`src/rtl/sepPkg.sv`:
```
package sepPkg;
  // Strobes from the control decision to the datapath registers; at most one is active.
  typedef struct packed {
    logic cntClr;
    logic cntInc;
    logic stateFlip;
  } sepStrobe_t;
endpackage

```
`src/rtl/sepSync.sv`:
```
module sepSync #(
  parameter int STAGES = 2
) (
  input  logic clk,
  input  logic rstN,
  input  logic din,
  output logic dout
);
  logic [STAGES-1:0] stg;
  logic warm;

  always_ff @(posedge clk or negedge rstN) begin
    if (!rstN) stg[0] <= 1'b0;
    else       stg[0] <= din;
  end

  generate
    for (genvar i = 1; i < STAGES; i++) begin : gChain
      always_ff @(posedge clk or negedge rstN) begin
        if (!rstN) stg[i] <= 1'b0;
        else       stg[i] <= stg[i-1];
      end
    end
  endgenerate

  always_ff @(posedge clk or negedge rstN) begin
    if (!rstN) warm <= 1'b0;
    else       warm <= 1'b1;
  end

  assign dout = stg[STAGES-1];

  AST_SYNC_FIRST: assert property (@(posedge clk) disable iff (!rstN)
    warm |-> stg[0] == $past(din));
endmodule

```
`src/rtl/sepControl.sv`:
```
module sepControl
  import sepPkg::*;
#(
  parameter int CNT_W = 8
) (
  input  logic             syncS,
  input  logic             sepState,
  input  logic [CNT_W-1:0] cnt,
  input  logic [CNT_W-1:0] threshold,
  output sepStrobe_t       strb
);
  logic mismatch;
  logic reached;

  assign mismatch = syncS ^ sepState;
  assign reached  = (cnt >= threshold);

  always_comb begin
    strb = '0;
    if (!mismatch)    strb.cntClr    = 1'b1;
    else if (reached) strb.stateFlip = 1'b1;
    else              strb.cntInc    = 1'b1;
  end
endmodule

```
`src/rtl/sepDatapath.sv`:
```
module sepDatapath
  import sepPkg::*;
#(
  parameter int CNT_W = 8
) (
  input  logic             clk,
  input  logic             rstN,
  input  sepStrobe_t       strb,
  output logic [CNT_W-1:0] cnt,
  output logic             sepState
);
  always_ff @(posedge clk or negedge rstN) begin
    if (!rstN) begin
      cnt      <= '0;
      sepState <= 1'b0;
    end else if (strb.stateFlip) begin
      cnt      <= '0;
      sepState <= ~sepState;
    end else if (strb.cntClr) begin
      cnt      <= '0;
    end else if (strb.cntInc) begin
      cnt      <= cnt + 1'b1;
    end
  end

  AST_STROBE_EXCL: assert property (@(posedge clk) disable iff (!rstN)
    $onehot0({strb.cntClr, strb.cntInc, strb.stateFlip}));
  AST_NO_OVERFLOW: assert property (@(posedge clk) disable iff (!rstN)
    strb.cntInc |-> cnt != '1);
  AST_CNT_STEP: assert property (@(posedge clk) disable iff (!rstN)
    1'b1 |=> (cnt == '0) || (cnt == $past(cnt) + 1'b1));
endmodule

```
`src/rtl/syncSepFilter.sv`:
```
module syncSepFilter
  import sepPkg::*;
#(
  parameter int CNT_W       = 8,
  parameter int SYNC_STAGES = 2
) (
  input  logic             clk,
  input  logic             rstN,
  input  logic             syncIn,
  input  logic [CNT_W-1:0] threshold,
  input  logic             vsPassThru,
  output logic             vsOut
);
  logic             syncS;
  logic             sepState;
  logic [CNT_W-1:0] cnt;
  sepStrobe_t       strb;

  sepSync #(.STAGES(SYNC_STAGES)) uSync (
    .clk (clk),
    .rstN(rstN),
    .din (syncIn),
    .dout(syncS)
  );

  sepControl #(.CNT_W(CNT_W)) uCtrl (
    .syncS    (syncS),
    .sepState (sepState),
    .cnt      (cnt),
    .threshold(threshold),
    .strb     (strb)
  );

  sepDatapath #(.CNT_W(CNT_W)) uDp (
    .clk     (clk),
    .rstN    (rstN),
    .strb    (strb),
    .cnt     (cnt),
    .sepState(sepState)
  );

  assign vsOut = vsPassThru ? sepState : ~sepState;

  AST_MATCH_CLEARS: assert property (@(posedge clk) disable iff (!rstN)
    (syncS == sepState) |=> cnt == '0);
  AST_FLIP_AT_THR: assert property (@(posedge clk) disable iff (!rstN)
    (sepState != $past(sepState)) |-> $past(cnt >= threshold));
  AST_OUT_POLARITY: assert property (@(posedge clk) disable iff (!rstN)
    (vsOut ^ sepState) == !vsPassThru);
endmodule

```
`config.mk`:
```
export PLATFORM = sky130hd
export DESIGN_NAME = syncSepFilter
export DESIGN_NICKNAME = d
export VERILOG_FILES = /design/src/rtl/sepPkg.sv /design/src/rtl/sepSync.sv /design/src/rtl/sepControl.sv /design/src/rtl/sepDatapath.sv /design/src/rtl/syncSepFilter.sv
export SDC_FILE = /design/constraint.sdc
export NUM_CORES = 1
export LEC_CHECK = 0
export BUFFER_PORTS_ARGS = -buffer_cell sky130_fd_sc_hd__buf_2
export CORE_MARGIN = 2
export CORE_UTILIZATION = 40
export CTS_BUF_LIST = sky130_fd_sc_hd__clkbuf_16
export DETAILED_ROUTE_END_ITERATION = 8
export PLACE_DENSITY = 0.6
export SLEW_MARGIN = 20
export SYNTH_ARGS = -nofsm -noshare
export SYNTH_HDL_FRONTEND = slang
export SYNTH_SLANG_ARGS = --single-unit
```
`constraint.sdc`:
```
create_clock -name clk -period 5.9 [get_ports clk]
set_clock_uncertainty 0.15 [all_clocks]
set_input_delay 1.18 -clock clk [delete_from_list [all_inputs] [get_ports clk]]
set_output_delay 1.18 -clock clk [all_outputs]
set_load 0.01 [all_outputs]
```
==> results.txt, run 1 <==
----------------------------------------------------
[Logic synthesis]
  Share of synthesized flip-flops with an asynchronous set or reset ... 100%
  Area fraction in and, or, nand and nor cells after synthesis ... 13.9%
  Syn. warnings ... 0
  Top cell type by total area after synthesis ... sky130_fd_sc_hd__dfrtp_1
  Largest family of logic cells by synthesized area ... adder cells
  Post-Syn Area ... 683 sq um
  Syn Inst Count ... 64
  Sequential-to-total area share from yosys stat ... 40.3%
  Number of synthesized flops with an enable pin ... 0
  Most instantiated cells after synthesis ... sky130_fd_sc_hd__dfrtp_1 (11), sky130_fd_sc_hd__ha_1 (9), sky130_fd_sc_hd__inv_1 (9), sky130_fd_sc_hd__nor2_1 (9), sky130_fd_sc_hd__xor2_1 (6)
  Cell with the most instances after synthesis ... sky130_fd_sc_hd__dfrtp_1
  Biggest area contributors in the synthesized netlist ... sky130_fd_sc_hd__dfrtp_1 (40%), sky130_fd_sc_hd__ha_1 (16%), sky130_fd_sc_hd__xor2_1 (7.7%)
  Post-Syn Area per Cell ... 10.7 sq um
  Number of library cell types mapped by synthesis ... 17
  Post-synth top area share ... 40.3%
  Arithmetic-cell share of the synthesized area counting full adders, half adders and majority gates ... 16.5%
  Xor/xnor share of the synthesized area ... 10.3%
  Mux contribution to synthesized area ... 2.20%
  Synth Net Count ... 85
  Register bit count reported by yosys ... 11
  Share of the synthesized area in compound gates (AO/OA/AOI/OAI) ... 11.9%
  Predominant post-synthesis flop cell ... sky130_fd_sc_hd__dfrtp_1

[Worst hold path]
  Cell depth of the worst hold path ... 0
  Worst min-delay path category ... reg2reg

[Global route]
  Via count of the first global-routing pass ... 489
  Global-route wire length before repair ... 1.96 mm
  Initial antenna violation count ... 0
  Total routing resource utilization after global routing ... 14.1%
  Overall overflow remaining after global route ... 0
  Pin count of the biggest net entering global routing ... 12

[Floorplanning]
  Count of standard-cell rows ... 14
  Number of top-level pins ... 13
  Initial standard-cell utilization of the core ... 43.8%
  Die extent in x ... 45.3 um
  Die Outline Area ... 2050 sq um
  Area of the core ... 1560 sq um
  DIE HEIGHT ... 45.3 um

[Placed design]
  Placer's final routability congestion estimate ... 0.712
  Post-detail-place hpwl ... 896 um
  Worst slack at placement ... 3.03 ns
  IO buf count ... 12

[Clock network]
  TritonCTS Buffers ... 3
  Clock slew at the register clock pins of the worst setup and hold paths ... 0.04 ns
  Max clock buf depth ... 2
  Clock tree root buffer cell ... sky130_fd_sc_hd__clkbuf_16
  Total setup buffers inserted after CTS ... 0
  Clock H-tree levels ... 1
  Number of clock sinks ... 11
  Number of hold buffers added after CTS ... 0
  TritonCTS clock tree ... built
  Resize count post-CTS ... 0
  Worst-Skew Late Latency ... 0.23 ns

[Layout]
  Final core area utilization ... 54.0%
  Area growth from synthesis to final layout ... 23.3%
  Number of inserted filler cells in the final layout ... 142
  Area of combinational cells with multiple inputs ... 374 sq um
  Number of diodes added for antenna fixing ... 0
  Fraction of final layout cells sized beyond drive strength 1 ... 25.0%
  Storage cell area ... 275 sq um
  Final-stage net count ... 102

[Timing]
  Max Transition Viols Final ... 0
  Final setup fails ... 0
  Transition at the pin with the smallest max-transition slack ... 0.608 ns
  Total negative slack for setup checks ... 0 ns
  Final period util ... 48.6%
  Unrepaired setup endpoints after global routing ... false
  Final Hold Vio Count ... 0
  Final worst setup slack ... 3.03 ns
  Tmin final ... 2.87 ns
  Normalized max-slew margin ... 59.4%
  Max frequency ... 0.349 GHz

[Worst setup path]
  Crit start category ... input port
  Endpoint kind of the worst setup timing path ... output port
  Biggest fanout along the worst timing path ... 1
  Critical Path AT ... 1.54 ns
  Kind of critical path ... in2out
  Worst-case reg-to-reg path depth ... 6
  Data required time of the critical path ... 4.57 ns

[Pwr]
  Leakage ... 0.450 nW
  Maximum vdd drop ... 0.378 mV
  Power density over the cells ... 355 nW/um^2

[Routing]
  Drc violations ... 0
  Post-detailed-route wirelength per cell ... 11.2 um
  Final WL ... 1.08 mm
  DRT antenna net count ... 0
  Total number of vias ... 464
  DR WL met3 ... 23 um
  M1 WL ... 500 um
  Iter 0 DRT Violations ... 1
  Highest metal layer with signal wires ... met3
  Detail Route met2 WL ... 551 um
  Iteration count of the initial detailed-routing pass ... 4
  Number of vias per cell ... 4.83

[Job]
  Count of max-cap constraint violations ... 0

[Run status]
  Result of the run ... finished, final reports clean

----------------------------------------------------
through the flow:
step                      cells  cell area (sq um)  hold slack (ns)  power, W
final                        96                842            0.191  0.000299
after global routing         96                842            0.196  0.000320
after CTS                    96                842            0.191  0.000306
after detailed placement     92                763            0.186  0.000185
after global placement       92                763            0.184  0.000182
after floorplan              64                683            0.181  0.000163
kinds of logic (layout without fill, tap and decap cells):
| kind of cell | after synthesis | after routing |
|---|---|---|
| simple gates | 19 | 19 |
| flops | 11 | 11 |
| fa+ha+maj | 9 | 9 |
| buf+inv | 9 | 25 |
| xor+xnor | 8 | 8 |
| compound gates | 7 | 7 |
| mux | 1 | 1 |
final timing paths:
path | from | endpoint | slack [ns]
hold / removal | uSync.stg[0] | uSync.dout | 0.19
setup reg to reg | uDp.cnt[0] | uDp.sepState | 3.88
max in group asynchronous | rstN | uDp.cnt[0] | 4.75
min in group asynchronous | rstN | uDp.sepState | 0.65
hold reg to reg | uSync.stg[0] | uSync.dout | 0.19
setup / recovery | vsPassThru | vsOut | 3.03
critical path: stages:
cell,delay [ns]
sky130_fd_sc_hd__buf_2,0.10
sky130_fd_sc_hd__xnor2_1,0.11
sky130_fd_sc_hd__buf_2,0.14
layout by cell type (no fill, tap or decap):
master / count
sky130_fd_sc_hd__a2111oi_4: 1
sky130_fd_sc_hd__a21oi_1: 2
sky130_fd_sc_hd__and3_1: 2
sky130_fd_sc_hd__buf_2: 12
sky130_fd_sc_hd__clkbuf_16: 3
sky130_fd_sc_hd__dfrtp_1: 11
sky130_fd_sc_hd__ha_1: 9
sky130_fd_sc_hd__inv_1: 10
sky130_fd_sc_hd__mux2_4: 1
sky130_fd_sc_hd__nand2_1: 1
sky130_fd_sc_hd__nand2b_4: 1
sky130_fd_sc_hd__nand3_1: 5
sky130_fd_sc_hd__nand4_1: 1
sky130_fd_sc_hd__nor2_1: 9
sky130_fd_sc_hd__o21a_1: 2
sky130_fd_sc_hd__o311ai_2: 1
sky130_fd_sc_hd__o31ai_2: 1
sky130_fd_sc_hd__xnor2_1: 2
sky130_fd_sc_hd__xor2_1: 6
report_power, final:
part | switching (W) | internal [W] | total, W | leakage (nW)
Sequential | 0.0000151 | 0.0000870 | 0.000102 | 0.146
Clock | 0.0000291 | 0.0000885 | 0.000118 | 0.0423
Combinational | 0.0000379 | 0.0000417 | 0.0000795 | 0.261
Total | 0.0000821 | 0.000217 | 0.000299 | 0.450
state kept, by name, summed over array words and instances (netlist names):
| signal | flops |
|---|---|
| uDp.cnt | 8 |
| uDp.sepState | 1 |
| uSync.dout | 1 |
| uSync.stg | 1 |
layer usage:
metal | track usage [%] | up-vias
met3 | 6.00 | 0
met2 | 22.6 | 7
met1 | 16.8 | 211
li1 | - | 246
met5 | 0 | -
met4 | 5.29 | 0
cell type report:
type	instances	share of cell area [%]
Multi-Input combinational cell	44	44.4
Timing Repair Buffer	12	7.13
Sequential cell	11	32.7
Inverter	9	4.01
Tap cell	16	2.38
Clock inverter	1	0.446
Clock buffer	3	8.92
Power figures use the tool's default switching activity.
==> inputs of run 2 (changes only) <==
- PLACE_DENSITY: 0.6 -> 0.62
- clock period: 5.9 -> 2.5 ns (I/O delays scaled with it)
==> results.txt, run 2 (synthesis results as in run 1) <==
----------------------------------------------------
[Timing]
  Total negative slack for setup checks ... 0 ns (unchanged)
  Normalized max-slew margin ... 78.8% (was 59.4%)
  Max frequency ... 0.493 GHz
  Final setup fails ... 0 (unchanged)
  Tmin final ... 2.03 ns
  Final period util ... 81.1%
  Max Transition Viols Final ... 0 (unchanged)
  Final Hold Vio Count ... 0 (unchanged)
  Unrepaired setup endpoints after global routing ... false (unchanged)
  Transition at the pin with the smallest max-transition slack ... 0.318 ns (was 0.608 ns)

[Global route]
  Total routing resource utilization after global routing ... 16.5% (was 14.1%)
  Via count of the first global-routing pass ... 514 (was 489)
  Overall overflow remaining after global route ... 0 (unchanged)
  Initial antenna violation count ... 0 (unchanged)
  Global-route wire length before repair ... 2.23 mm (was 1.96 mm)
  Pin count of the biggest net entering global routing ... 12 (unchanged)

[Worst setup path]
  Kind of critical path ... reg2reg (was in2out)
  Crit path max-delay cell type ... sky130_fd_sc_hd__dfrtp_1 (was sky130_fd_sc_hd__buf_2)
  Delay of the slowest critical-path stage ... 0.44 ns (was 0.14 ns)
  Number of buffers and inverters on the critical path ... 1 (was 2)
  Crit start category ... flop (was input port)
  Critical Path AT ... 2.00 ns (was 1.54 ns)
  Endpoint kind of the worst setup timing path ... flop (was output port)
  Series of cell instances along the critical path ... inv_1 > ha_1 > nand2b_4 > a2111oi_4 > o31ai_2 > mux2_4 (was buf_2 > xnor2_1 > buf_2)
  Data required time of the critical path ... 2.47 ns (was 4.57 ns)
  Family with the most delay on the worst path ... compound AO/OA/AOI/OAI gates (was buffers and inverters)
  Biggest fanout along the worst timing path ... 6 (was 1)

[Layout]
  Number of diodes added for antenna fixing ... 0 (unchanged)
  Fraction of final layout cells sized beyond drive strength 1 ... 25.6% (was 25.0%)
  Storage cell area ... 275 sq um (unchanged)
  Number of flip-flops under the largest register name ... 8 (unchanged)
  Area growth from synthesis to final layout ... 25.8% (was 23.3%)
  Largest register by flop count ... uDp.cnt (unchanged)
  Final standard cell count with taps included and fillers excluded ... 98 (was 96)
  Number of inserted filler cells in the final layout ... 131 (was 142)
  Highest-count cells in the layout ignoring fill and taps ... sky130_fd_sc_hd__buf_2 (12), sky130_fd_sc_hd__dfrtp_1 (11), sky130_fd_sc_hd__inv_1 (10), sky130_fd_sc_hd__nor2_1 (9), sky130_fd_sc_hd__ha_1 (9) (unchanged)
  Area of combinational cells with multiple inputs ... 374 sq um (unchanged)
  Leading cell type in the layout, fill and taps excluded ... sky130_fd_sc_hd__buf_2 (unchanged)
  Final-stage net count ... 104 (was 102)

[Placed design]
  Placer's final routability congestion estimate ... 0.677 (was 0.712)
  Post-detail-place hpwl ... 990 um (was 896 um)
  Number of cells after detailed placement ... 93 (was 92)
  IO buf count ... 12 (unchanged)

[Pwr]
  Leakage ... 0.459 nW (was 0.450 nW)
  Overall Power ... 0.000733 W (was 0.000299 W)
  Maximum vdd drop ... 0.500 mV (was 0.378 mV)
  Power density over the cells ... 853 nW/um^2 (was 355 nW/um^2)

[Routing]
  DRT antenna net count ... 0 (unchanged)
  Drc violations ... 0 (unchanged)
  Total number of vias ... 496 (was 464)
  Number of vias per cell ... 5.06 (was 4.83)
  Iter 0 DRT Violations ... 1 (unchanged)
  Final WL ... 1.31 mm (was 1.08 mm)
  Post-detailed-route wirelength per cell ... 13.4 um (was 11.2 um)
  Iteration count of the initial detailed-routing pass ... 2 (was 4)

[Clock network]
  Worst-Skew Late Latency ... 0.24 ns (was 0.23 ns)
  Number of clock sinks ... 11 (unchanged)
  Max clock buf depth ... 2 (unchanged)
  Clock tree root buffer cell ... sky130_fd_sc_hd__clkbuf_16 (unchanged)
  Clock slew at the register clock pins of the worst setup and hold paths ... 0.04 ns (about the same)
  TritonCTS Buffers ... 3 (unchanged)
  Resize count post-CTS ... 0 (unchanged)
  TritonCTS clock tree ... built (unchanged)
  Clock H-tree levels ... 1 (unchanged)

[Job]
  Count of max-cap constraint violations ... 0 (unchanged)

[Floorplanning]
  Die extent in x ... 45.3 um (unchanged)
  Area of the core ... 1560 sq um (unchanged)
  Count of standard-cell rows ... 14 (unchanged)
  Die Outline Area ... 2050 sq um (unchanged)
  DIE HEIGHT ... 45.3 um (unchanged)
  Initial standard-cell utilization of the core ... 43.8% (unchanged)
  Number of top-level pins ... 13 (unchanged)

[Worst hold path]
  Worst min-delay path category ... reg2reg (unchanged)

[Run status]
  Result of the run ... finished, final reports clean (unchanged)

----------------------------------------------------
-- run 2: cell types whose count changed in the layout (fill, tap and decap cells not counted) --
cell,delta
sky130_fd_sc_hd__buf_4,+1
sky130_fd_sc_hd__dlygate4sd3_1,+1
-- run 2: cell type report --
class,count,share of cell area [%]
flip-flops and latches,11,32.0
inverters,9,3.93
clock inverters,1,0.437
multi-input cells,44,43.5
clock buffers,3,8.73
repair buffers,14,9.02
well taps,16,2.33
-- run 2: per-layer routing --
metal  wire, um  track usage [%]  vias up  share of wire (%)
met5          0                0        -                  0
met4         31             10.6        0                2.4
met3         61             6.00        5                4.6
met2        684             26.9        8                 52
met1        534             17.9      231                 41
li1           -                -      252                  -
-- run 2: path summary, 6_finish.rpt --
kind / cells past startpoint / slack, ns / start / end
setup / recovery: 6 / 0.47 / uDp.cnt[0] / uDp.sepState
max in group asynchronous: 2 / 1.48 / rstN / uDp.cnt[4]
setup reg to reg: 6 / 0.47 / uDp.cnt[0] / uDp.sepState
hold reg to reg: 0 / 0.20 / uSync.stg[0] / uSync.dout
min in group asynchronous: 2 / 0.52 / rstN / uDp.cnt[5]
hold / removal: 0 / 0.20 / uSync.stg[0] / uSync.dout
-- run 2: where the power goes --
part / switching [W] / internal (W)
Sequential: 0.0000381 / 0.000205
Combinational: 0.0000968 / 0.000108
Clock: 0.0000758 / 0.000210
-- run 2: worst reg2reg max path, stage by stage (launching register included) --
cell	delay (ns)
sky130_fd_sc_hd__dfrtp_1	0.44
sky130_fd_sc_hd__inv_1	0.07
sky130_fd_sc_hd__ha_1	0.28
sky130_fd_sc_hd__nand2b_4	0.15
sky130_fd_sc_hd__a2111oi_4	0.39
sky130_fd_sc_hd__o31ai_2	0.12
sky130_fd_sc_hd__mux2_4	0.31
-- run 2: timing repair --
item / 4_1_cts / 5_1_grt
hold buffers: 1 / 0
endpoints found under the hold margin: 11 / 0
buffers inserted: 0 / 0
-- run 2: per-stage QoR --
| step | instance area [sq um] | worst slack [ns] | hold slack (ns) | util [%] |
|---|---|---|---|---|
| 3_3_place_gp | 771 | 0.413 | 0.182 | 49.4 |
| 3_5_place_dp | 771 | 0.361 | 0.187 | 49.4 |
| 5_1_grt | 860 | 0.368 | 0.203 | 55.1 |
| 2_1_floorplan | 683 | 0.535 | 0.0544 | - |
| 4_1_cts | 860 | 0.461 | 0.196 | 55.1 |
| 6_report | 860 | 0.472 | 0.195 | 55.1 |
